[src/rtl/mouse_report_pkg.sv]
package mouse_report_pkg;

    localparam int MBYTE_W   = 8;
    localparam int DELTA_W   = MBYTE_W + 1;

    // header bit positions (fixed by the mouse's report layout)
    localparam int HB_LEFT   = 0;
    localparam int HB_RIGHT  = 1;
    localparam int HB_MIDDLE = 2;
    localparam int HB_MARK   = 3;
    localparam int HB_SGN_X  = 4;
    localparam int HB_SGN_Y  = 5;
    localparam int HB_OVF_X  = 6;
    localparam int HB_OVF_Y  = 7;

    typedef enum logic [1:0] {
        PH_HEAD = 2'd0,
        PH_HORZ = 2'd1,
        PH_VERT = 2'd2
    } phase_e;

    typedef struct packed {
        logic               left;
        logic               right;
        logic               middle;
        logic               ovf_x;
        logic               ovf_y;
        logic [DELTA_W-1:0] dx;
        logic [DELTA_W-1:0] dy;
    } report_t;

    function automatic logic [DELTA_W-1:0] widen(input logic sgn,
                                                 input logic [MBYTE_W-1:0] mag);
        return {sgn, mag};
    endfunction

    function automatic report_t form_report(input logic [MBYTE_W-1:0] hdr,
                                            input logic [MBYTE_W-1:0] hx,
                                            input logic [MBYTE_W-1:0] vy);
        report_t r;
        r.left   = hdr[HB_LEFT];
        r.right  = hdr[HB_RIGHT];
        r.middle = hdr[HB_MIDDLE];
        r.ovf_x  = hdr[HB_OVF_X];
        r.ovf_y  = hdr[HB_OVF_Y];
        r.dx     = widen(hdr[HB_SGN_X], hx);
        r.dy     = widen(hdr[HB_SGN_Y], vy);
        return r;
    endfunction

endpackage

[src/rtl/mouse_gap_timer.sv]
module mouse_gap_timer #(
    parameter int GAP_LIMIT = 200000
) (
    input  logic clk,
    input  logic rst,
    input  logic busy,
    input  logic byte_seen,
    output logic expire
);
    localparam int CNT_W = $clog2(GAP_LIMIT + 1);
    localparam logic [CNT_W-1:0] LIMIT_V = CNT_W'(GAP_LIMIT);

    logic [CNT_W-1:0] idle_cnt;

    always_ff @(posedge clk) begin
        if (rst || !busy || byte_seen) begin
            idle_cnt <= '0;
        end else if (idle_cnt < LIMIT_V) begin
            idle_cnt <= idle_cnt + 1'b1;
        end
    end

    assign expire = busy && (idle_cnt >= LIMIT_V);


    idle_reset_chk: assert property (@(posedge clk) disable iff (rst)
        byte_seen |=> !expire);

endmodule

[src/rtl/mouse_byte_sequencer.sv]
module mouse_byte_sequencer
    import mouse_report_pkg::*;
(
    input  logic               clk,
    input  logic               rst,
    input  logic               in_valid,
    input  logic               in_err,
    input  logic [MBYTE_W-1:0] in_byte,
    input  logic               expire,
    output logic               busy,
    output logic               done,
    output logic [MBYTE_W-1:0] hdr_q,
    output logic [MBYTE_W-1:0] horz_q
);
    phase_e phase, phase_nx, eff;
    logic   good;
    logic   take_hdr, take_horz;

    assign eff  = expire ? PH_HEAD : phase;
    assign good = in_valid && !in_err;

    always_comb begin
        phase_nx  = eff;
        take_hdr  = 1'b0;
        take_horz = 1'b0;
        done      = 1'b0;
        if (in_valid && in_err) begin
            phase_nx = PH_HEAD;
        end else if (good) begin
            unique case (eff)
                PH_HEAD: begin
                    if (in_byte[HB_MARK]) begin
                        take_hdr = 1'b1;
                        phase_nx = PH_HORZ;
                    end
                end
                PH_HORZ: begin
                    take_horz = 1'b1;
                    phase_nx  = PH_VERT;
                end
                PH_VERT: begin
                    done     = 1'b1;
                    phase_nx = PH_HEAD;
                end
                default: phase_nx = PH_HEAD;
            endcase
        end
    end

    always_ff @(posedge clk) begin
        if (rst) begin
            phase  <= PH_HEAD;
            hdr_q  <= '0;
            horz_q <= '0;
        end else begin
            phase <= phase_nx;
            if (take_hdr)  hdr_q  <= in_byte;
            if (take_horz) horz_q <= in_byte;
        end
    end

    assign busy = (phase != PH_HEAD);


    unmarked_drop_chk: assert property (@(posedge clk) disable iff (rst)
        (!busy && good && !in_byte[HB_MARK]) |=> !busy);


    err_abandon_chk: assert property (@(posedge clk) disable iff (rst)
        (in_valid && in_err) |=> !busy);


    gap_abandon_chk: assert property (@(posedge clk) disable iff (rst)
        (expire && !in_valid) |=> !busy);


    hdr_marked_chk: assert property (@(posedge clk) disable iff (rst)
        busy |-> hdr_q[HB_MARK]);

endmodule

[src/rtl/mouse_report_reg.sv]
module mouse_report_reg
    import mouse_report_pkg::*;
(
    input  logic               clk,
    input  logic               rst,
    input  logic               load,
    input  logic [MBYTE_W-1:0] hdr,
    input  logic [MBYTE_W-1:0] horz,
    input  logic [MBYTE_W-1:0] vert,
    output report_t            rpt,
    output logic               strobe
);
    always_ff @(posedge clk) begin
        if (rst) begin
            rpt    <= '0;
            strobe <= 1'b0;
        end else begin
            strobe <= load;
            if (load) rpt <= form_report(hdr, horz, vert);
        end
    end


    hold_chk: assert property (@(posedge clk) disable iff (rst)
        !load |=> $stable(rpt));


    ovf_map_chk: assert property (@(posedge clk) disable iff (rst)
        load |=> (rpt.ovf_x == $past(hdr[HB_OVF_X]) && rpt.ovf_y == $past(hdr[HB_OVF_Y])));


    btn_map_chk: assert property (@(posedge clk) disable iff (rst)
        load |=> (rpt.left == $past(hdr[HB_LEFT]) && rpt.middle == $past(hdr[HB_MIDDLE])));

endmodule

[src/rtl/mouse_report_asm.sv]
module mouse_report_asm
    import mouse_report_pkg::*;
#(
    parameter int GAP_LIMIT = 200000
) (
    input  logic               clk,
    input  logic               rst,
    input  logic               in_valid,
    input  logic [7:0]         in_byte,
    input  logic               in_err,
    output logic               rpt_strobe,
    output logic               btn_left,
    output logic               btn_right,
    output logic               btn_middle,
    output logic [8:0]         delta_x,
    output logic [8:0]         delta_y,
    output logic               ovf_x,
    output logic               ovf_y
);
    logic               busy, expire, done;
    logic [MBYTE_W-1:0] hdr_q, horz_q;
    report_t            rpt;

    mouse_gap_timer #(.GAP_LIMIT(GAP_LIMIT)) gap_i (
        .clk       (clk),
        .rst       (rst),
        .busy      (busy),
        .byte_seen (in_valid),
        .expire    (expire)
    );

    mouse_byte_sequencer seq_i (
        .clk      (clk),
        .rst      (rst),
        .in_valid (in_valid),
        .in_err   (in_err),
        .in_byte  (in_byte),
        .expire   (expire),
        .busy     (busy),
        .done     (done),
        .hdr_q    (hdr_q),
        .horz_q   (horz_q)
    );

    mouse_report_reg rreg_i (
        .clk    (clk),
        .rst    (rst),
        .load   (done),
        .hdr    (hdr_q),
        .horz   (horz_q),
        .vert   (in_byte),
        .rpt    (rpt),
        .strobe (rpt_strobe)
    );

    assign btn_left   = rpt.left;
    assign btn_right  = rpt.right;
    assign btn_middle = rpt.middle;
    assign delta_x    = rpt.dx;
    assign delta_y    = rpt.dy;
    assign ovf_x      = rpt.ovf_x;
    assign ovf_y      = rpt.ovf_y;


    strobe_single_chk: assert property (@(posedge clk) disable iff (rst)
        rpt_strobe |=> !rpt_strobe);


    strobe_after_byte_chk: assert property (@(posedge clk) disable iff (rst)
        rpt_strobe |-> $past(in_valid));

endmodule

[config.mk]
export PLATFORM = sky130hd
export DESIGN_NAME = mouse_report_asm
export DESIGN_NICKNAME = d
export VERILOG_FILES = /design/src/rtl/mouse_report_pkg.sv /design/src/rtl/mouse_gap_timer.sv /design/src/rtl/mouse_byte_sequencer.sv /design/src/rtl/mouse_report_reg.sv /design/src/rtl/mouse_report_asm.sv
export SDC_FILE = /design/constraint.sdc
export NUM_CORES = 1
export LEC_CHECK = 0
export ABC_AREA = 1
export BUFFER_PORTS_ARGS = -buffer_cell sky130_fd_sc_hd__buf_2
export CELL_PAD_IN_SITES_DETAIL_PLACEMENT = 1
export CELL_PAD_IN_SITES_GLOBAL_PLACEMENT = 1
export CORE_MARGIN = 4
export CORE_UTILIZATION = 44
export DETAILED_ROUTE_END_ITERATION = 6
export HOLD_SLACK_MARGIN = 0.06
export PLACE_DENSITY_LB_ADDON = 0.1
export REMOVE_ABC_BUFFERS = 1
export SYNTH_ARGS = -nofsm -noshare
export SYNTH_HDL_FRONTEND = slang
export SYNTH_HIERARCHICAL = 1
export SYNTH_SLANG_ARGS = --single-unit
[constraint.sdc]
create_clock -name clk -period 4 [get_ports clk]
set_input_delay 0.4 -clock clk [delete_from_list [all_inputs] [get_ports clk]]
set_output_delay 0.4 -clock clk [all_outputs]
set_load 0.005 [all_outputs]
### Yosys cells after proc, flatten, opt, wreduce, memory -nomap -nowiden

Cells that the tools add are included.

| word-level totals | value |
|---|---|
| register bits | 60 |
| input port bits | 12 |
| output and inout bits | 24 |
| word-level logic and storage cells | 41 |

| cells by class | value |
|---|---|
| add/subtract/negate cells | 1 |
| order comparisons | 2 |
| eq/ne operators | 2 |
| muxes and demuxes | 14 |
| reductions and logical operators | 10 |

Operator list:

| kind | count |
|---|---|
| 18-bit by 1-bit adder with 18-bit output, second input constant | 1 |
| 18-bit >= comparator, second input constant | 1 |
| 18-bit < comparator, second input constant | 1 |
| 1-bit two-way mux | 10 |
| 2-bit two-way mux | 3 |
| 2-bit case mux with 2 select lines | 1 |
| 1-bit logical AND | 3 |
| 2-bit by 1-bit equality test with 1-bit output, second input constant | 1 |
| 2-bit equality test, second input constant | 1 |
| 1-bit zero test | 2 |
| 2-bit zero test | 1 |
| 1-bit logical OR | 2 |
| 2-bit nonzero test | 1 |
| 2-bit OR reduction | 1 |

### Depth between registers and ports, before layout

| depth | value |
|---|---|
| depth after elaboration | 7 |
| gate-level depth with buffers | 15 |
| gate-level depth less buffers | 12 |

### Hierarchy

Netlist, hierarchy kept.

Modules (own cells, without submodules):

| module | times used | cells an instance | area each (um^2) | seq. area each (um^2) |
|---|---|---|---|---|
| mouse_gap_timer | 1 | 167 | 1071.0 | 360.3 |
| mouse_report_reg | 1 | 149 | 985.9 | 480.5 |
| mouse_byte_sequencer | 1 | 116 | 794.5 | 360.3 |

### Worst setup path after synthesis

OpenSTA, ideal clock, no wires.

| timing path | value |
|---|---|
| path type | register to register |
| start point | register gap_i.idle_cnt[8] |
| end point | register rreg_i/rpt[5] (netlist name) |
| setup time | 0.113 ns |
| arrival time | 1.710 ns |
| data required time | 3.887 ns |
| setup slack | 2.177 ns |
| stages on the path, launching flop included | 16 |
| buffers on the path | 3 |
| clock period less this slack | 1.823 ns |
| cell sequence | dfxtp_1 > nand2_1 > nand3_2 > nand2_2 > nand2_4 > inv_4 > buf_8 > nor2_1 > inv_2 > nand2_1 > nor3_1 > buf_6 > buf_6 > nand2_1 > nand2_1 > nor2_1 |

| between the ends | value |
|---|---|
| longest elaborated chain between the ends | 7 |

RTL lines:

| what | RTL line | text |
|---|---|---|
| start, declared | mouse_gap_timer.sv:13 | `logic [CNT_W-1:0] idle_cnt;` |
| start signal, assigned | mouse_gap_timer.sv:19 | `idle_cnt <= idle_cnt + 1'b1;` |
| 18-bit >= comparator | mouse_gap_timer.sv:23 | `assign expire = busy && (idle_cnt >= LIMIT_V);` |
| 1-bit logical AND | mouse_gap_timer.sv:23 |  |
| net expire | mouse_report_asm.sv:20 | `logic busy, expire, done;` |
| 2-bit two-way mux | mouse_byte_sequencer.sv:19 | `assign eff = expire ? PH_HEAD : phase;` |
| 2-bit equality test | mouse_byte_sequencer.sv:30 | `unique case (eff)` |
| 1-bit two-way mux | mouse_byte_sequencer.sv:30 |  |
| 1-bit two-way mux | mouse_byte_sequencer.sv:29 | `end else if (good) begin` |
| 1-bit two-way mux | mouse_byte_sequencer.sv:27 | `if (in_valid && in_err) begin` |
| net done | mouse_report_asm.sv:20 |  |

The timed path passes the listed nets, and every way through them passes these cells.
A chain may end at the register's enable or synchronous reset.

### Final worst setup path

| timing path | value |
|---|---|
| start point | register gap_i.idle_cnt[8] |
| end point | register rreg_i/rpt[2] (netlist name) |

| between the ends | value |
|---|---|
| longest elaborated chain between the ends | 7 |

RTL lines:

| what | RTL line |
|---|---|
| 18-bit >= comparator | mouse_gap_timer.sv:23 |
| 1-bit logical AND | mouse_gap_timer.sv:23 |
| net expire | mouse_report_asm.sv:20 |
| 2-bit two-way mux | mouse_byte_sequencer.sv:19 |
| 2-bit equality test | mouse_byte_sequencer.sv:30 |
| 1-bit two-way mux | mouse_byte_sequencer.sv:30 |
| 1-bit two-way mux | mouse_byte_sequencer.sv:29 |
| 1-bit two-way mux | mouse_byte_sequencer.sv:27 |
| net done | mouse_report_asm.sv:20 |

The timed path passes the listed nets, and every way through them passes these cells.

==> qor.yml <==
status:
  status: "complete, no violations"
worst_setup_path:
  cp-end-kind: "flip-flop"
  crit_type: "flip-flop to flip-flop"
  max_stage_delay_ns: 0.36
  cp.arrival_ns: 2.33
  rr_worst_depth: 13
  path_delay_family: "simple AND/OR/NAND/NOR gates"
  crit_required_ns: 4.23
  critPathSlowestCell: "dfxtp_1"
  critPathMaxFanout: 22
  rr_startpoint: "gap_i/idle_cnt[8]"
  r2r_setup_slack_ns: 1.90
  path_depth: 13
  cp_num_buf_inv: 3
  path_cells: "nand2_1 > nand3_2 > nand2_2 > nand2_4 > inv_4 > nor2_1 > inv_2 > nand2_1 > nor3_2 > buf_4 > nand2_1 > nand2_1 > nor2_1"
  critPathMostFrequentCell: "nand2_1"
  start_kind: "flip-flop"
  reg2reg_to: "rreg_i/rpt[2]"
sta:
  min_period_over_period: 0.526
  fmax_ghz: 0.475
  period_needed_ns: 2.10
  finalHoldViolations: 0
  setup_viol: 0
  skew_ns: 0.00533
  max_slew_margin: 0.552
  holdWs_ns: 0.291
  slew_viol_final: 0
  fin_setup_tns_ns: 0
  tightestPinTransition_ns: 0.671
  rsz0062_at_grt: "no"
  fin_ws_ns: 1.90
finish:
  fin_area_mm2: 0.00318
  nNetsFinal: 481
  area_delta_synth_final_pct: 12.5
  n_antenna_cell: 0
  mostFrequentLayoutCells: "nand2_1, nor2_1, dfxtp_1"
  final_common_cell: "nand2_1"
  drive_gt1_frac: 0.165
  final_core_util: 0.524
  n_fill_cell: 864
  finalNonFillerCells: 547
synth:
  yosys_warnings: 6
  syn_inst: 429
  syn-cell-area_mm2: 0.00282
  avgSynthCellArea_um2: 6.58
routing:
  dr_total_vias: 2662
  drc_errors: 0
  drt-initial-drc-count: 101
  wire_per_inst_um: 12.9
  wirelength_um: 7070
  ant_nets: 0
  firstDrtPassIters: 4
  routed_via_density: 4.87
cts:
  root_buffer: "clkbuf_8"
  ctsResizeCount: 0
  cts_hold_buffers: 0
  cts_made_buffers: 9
  post_cts_buffers: 0
  cts_tree: "done"
  clkTransAtPathRegs_ns: 0.06
  insertion_delay_ns: 0.33
  cts.sinks: 59
  cts_buffer_depth: 2
  htree_levels: 3
pwr:
  p_leak_nw: 1.41
  power_density_mw_per_mm2: 348
  p_total_mw: 1.11
  vdd_drop_max_v: 0.000179
floorplanning:
  die-height_um: 88.1
  die_w_um: 88.1
  start_util: 0.466
  rows: 28
  core_mm2: 0.00606
  io_pins: 36
  die_area_mm2: 0.00776
placed_design:
  port_buffers: 35
  dp_cells: 531
  dp_hpwl_um: 5260
  gp_congestion: 0.820
  placed_cell_area_mm2: 0.00302
  pre_cts_ws_ns: 1.89
grt:
  grt_overflow: 0
  antenna_found_initial: 0
  grt.total_usage: 0.203
  grt_pass1_vias: 2669
  grt_max_degree: 26
  grt_pass1_wl_um: 12300
min_path:
  hold_start: "rst"
  hold_path.class: "input port to flip-flop"
  hold_depth: 2
  hold_end: "rreg_i/strobe"
run:
  drv_cap: 0
layer usage:
metal | part of all wire | vias to the layer above | GRT usage
met5 | 0 | - | 0
li1 | - | 1352 | -
met2 | 0.46 | 48 | 0.338
met1 | 0.48 | 1248 | 0.258
met4 | 0.017 | 0 | 0.0797
met3 | 0.039 | 14 | 0.0395
layout make-up:
class,instances,area (um2),area share
well taps,75,93.8,0.0296
multi-input cells,297,1310,0.412
inverters,62,235,0.0741
clock buffers,10,128,0.0402
repair buffers,38,198,0.0623
flip-flops and latches,59,1180,0.372
clock inverters,6,32.5,0.0102
state kept, by name, indices dropped and copies added, names as in the netlist:
signal,cells
gap_i/idle_cnt,18
rreg_i/rpt,23
rreg_i/strobe,1
seq_i/hdr_q,7
seq_i/horz_q,8
seq_i/phase,2
report_power, final:
part,switching [mW],leakage (nW),internal [mW]
Clock,0.233,0.0856,0.219
Combinational,0.0378,0.849,0.0187
Sequential,0.00365,0.476,0.594
worst reg2reg max path, stage by stage, from the launching register on:
cell,delay [ns]
dfxtp_1,0.36
nand2_1,0.16
nand3_2,0.09
nand2_2,0.08
nand2_4,0.12
inv_4,0.19
nor2_1,0.08
inv_2,0.10
nand2_1,0.09
nor3_2,0.20
buf_4,0.30
nand2_1,0.10
nand2_1,0.07
nor2_1,0.05
how the worst max path moves through the flow:
| stage | startpoint | to | slack [ns] |
|---|---|---|---|
| after floorplan | gap_i/idle_cnt[8] | rreg_i/rpt[15] | 0.18 |
| after global routing | gap_i/idle_cnt[12] | rreg_i/rpt[22] | 1.66 |
| after CTS | gap_i/idle_cnt[12] | rreg_i/rpt[2] | 1.88 |
| after global placement | gap_i/idle_cnt[8] | rreg_i/rpt[18] | 2.02 |
| after detailed placement | gap_i/idle_cnt[12] | rreg_i/rpt[14] | 1.89 |
| final | gap_i/idle_cnt[8] | rreg_i/rpt[2] | 1.90 |
Power figures use the tool's default switching activity.
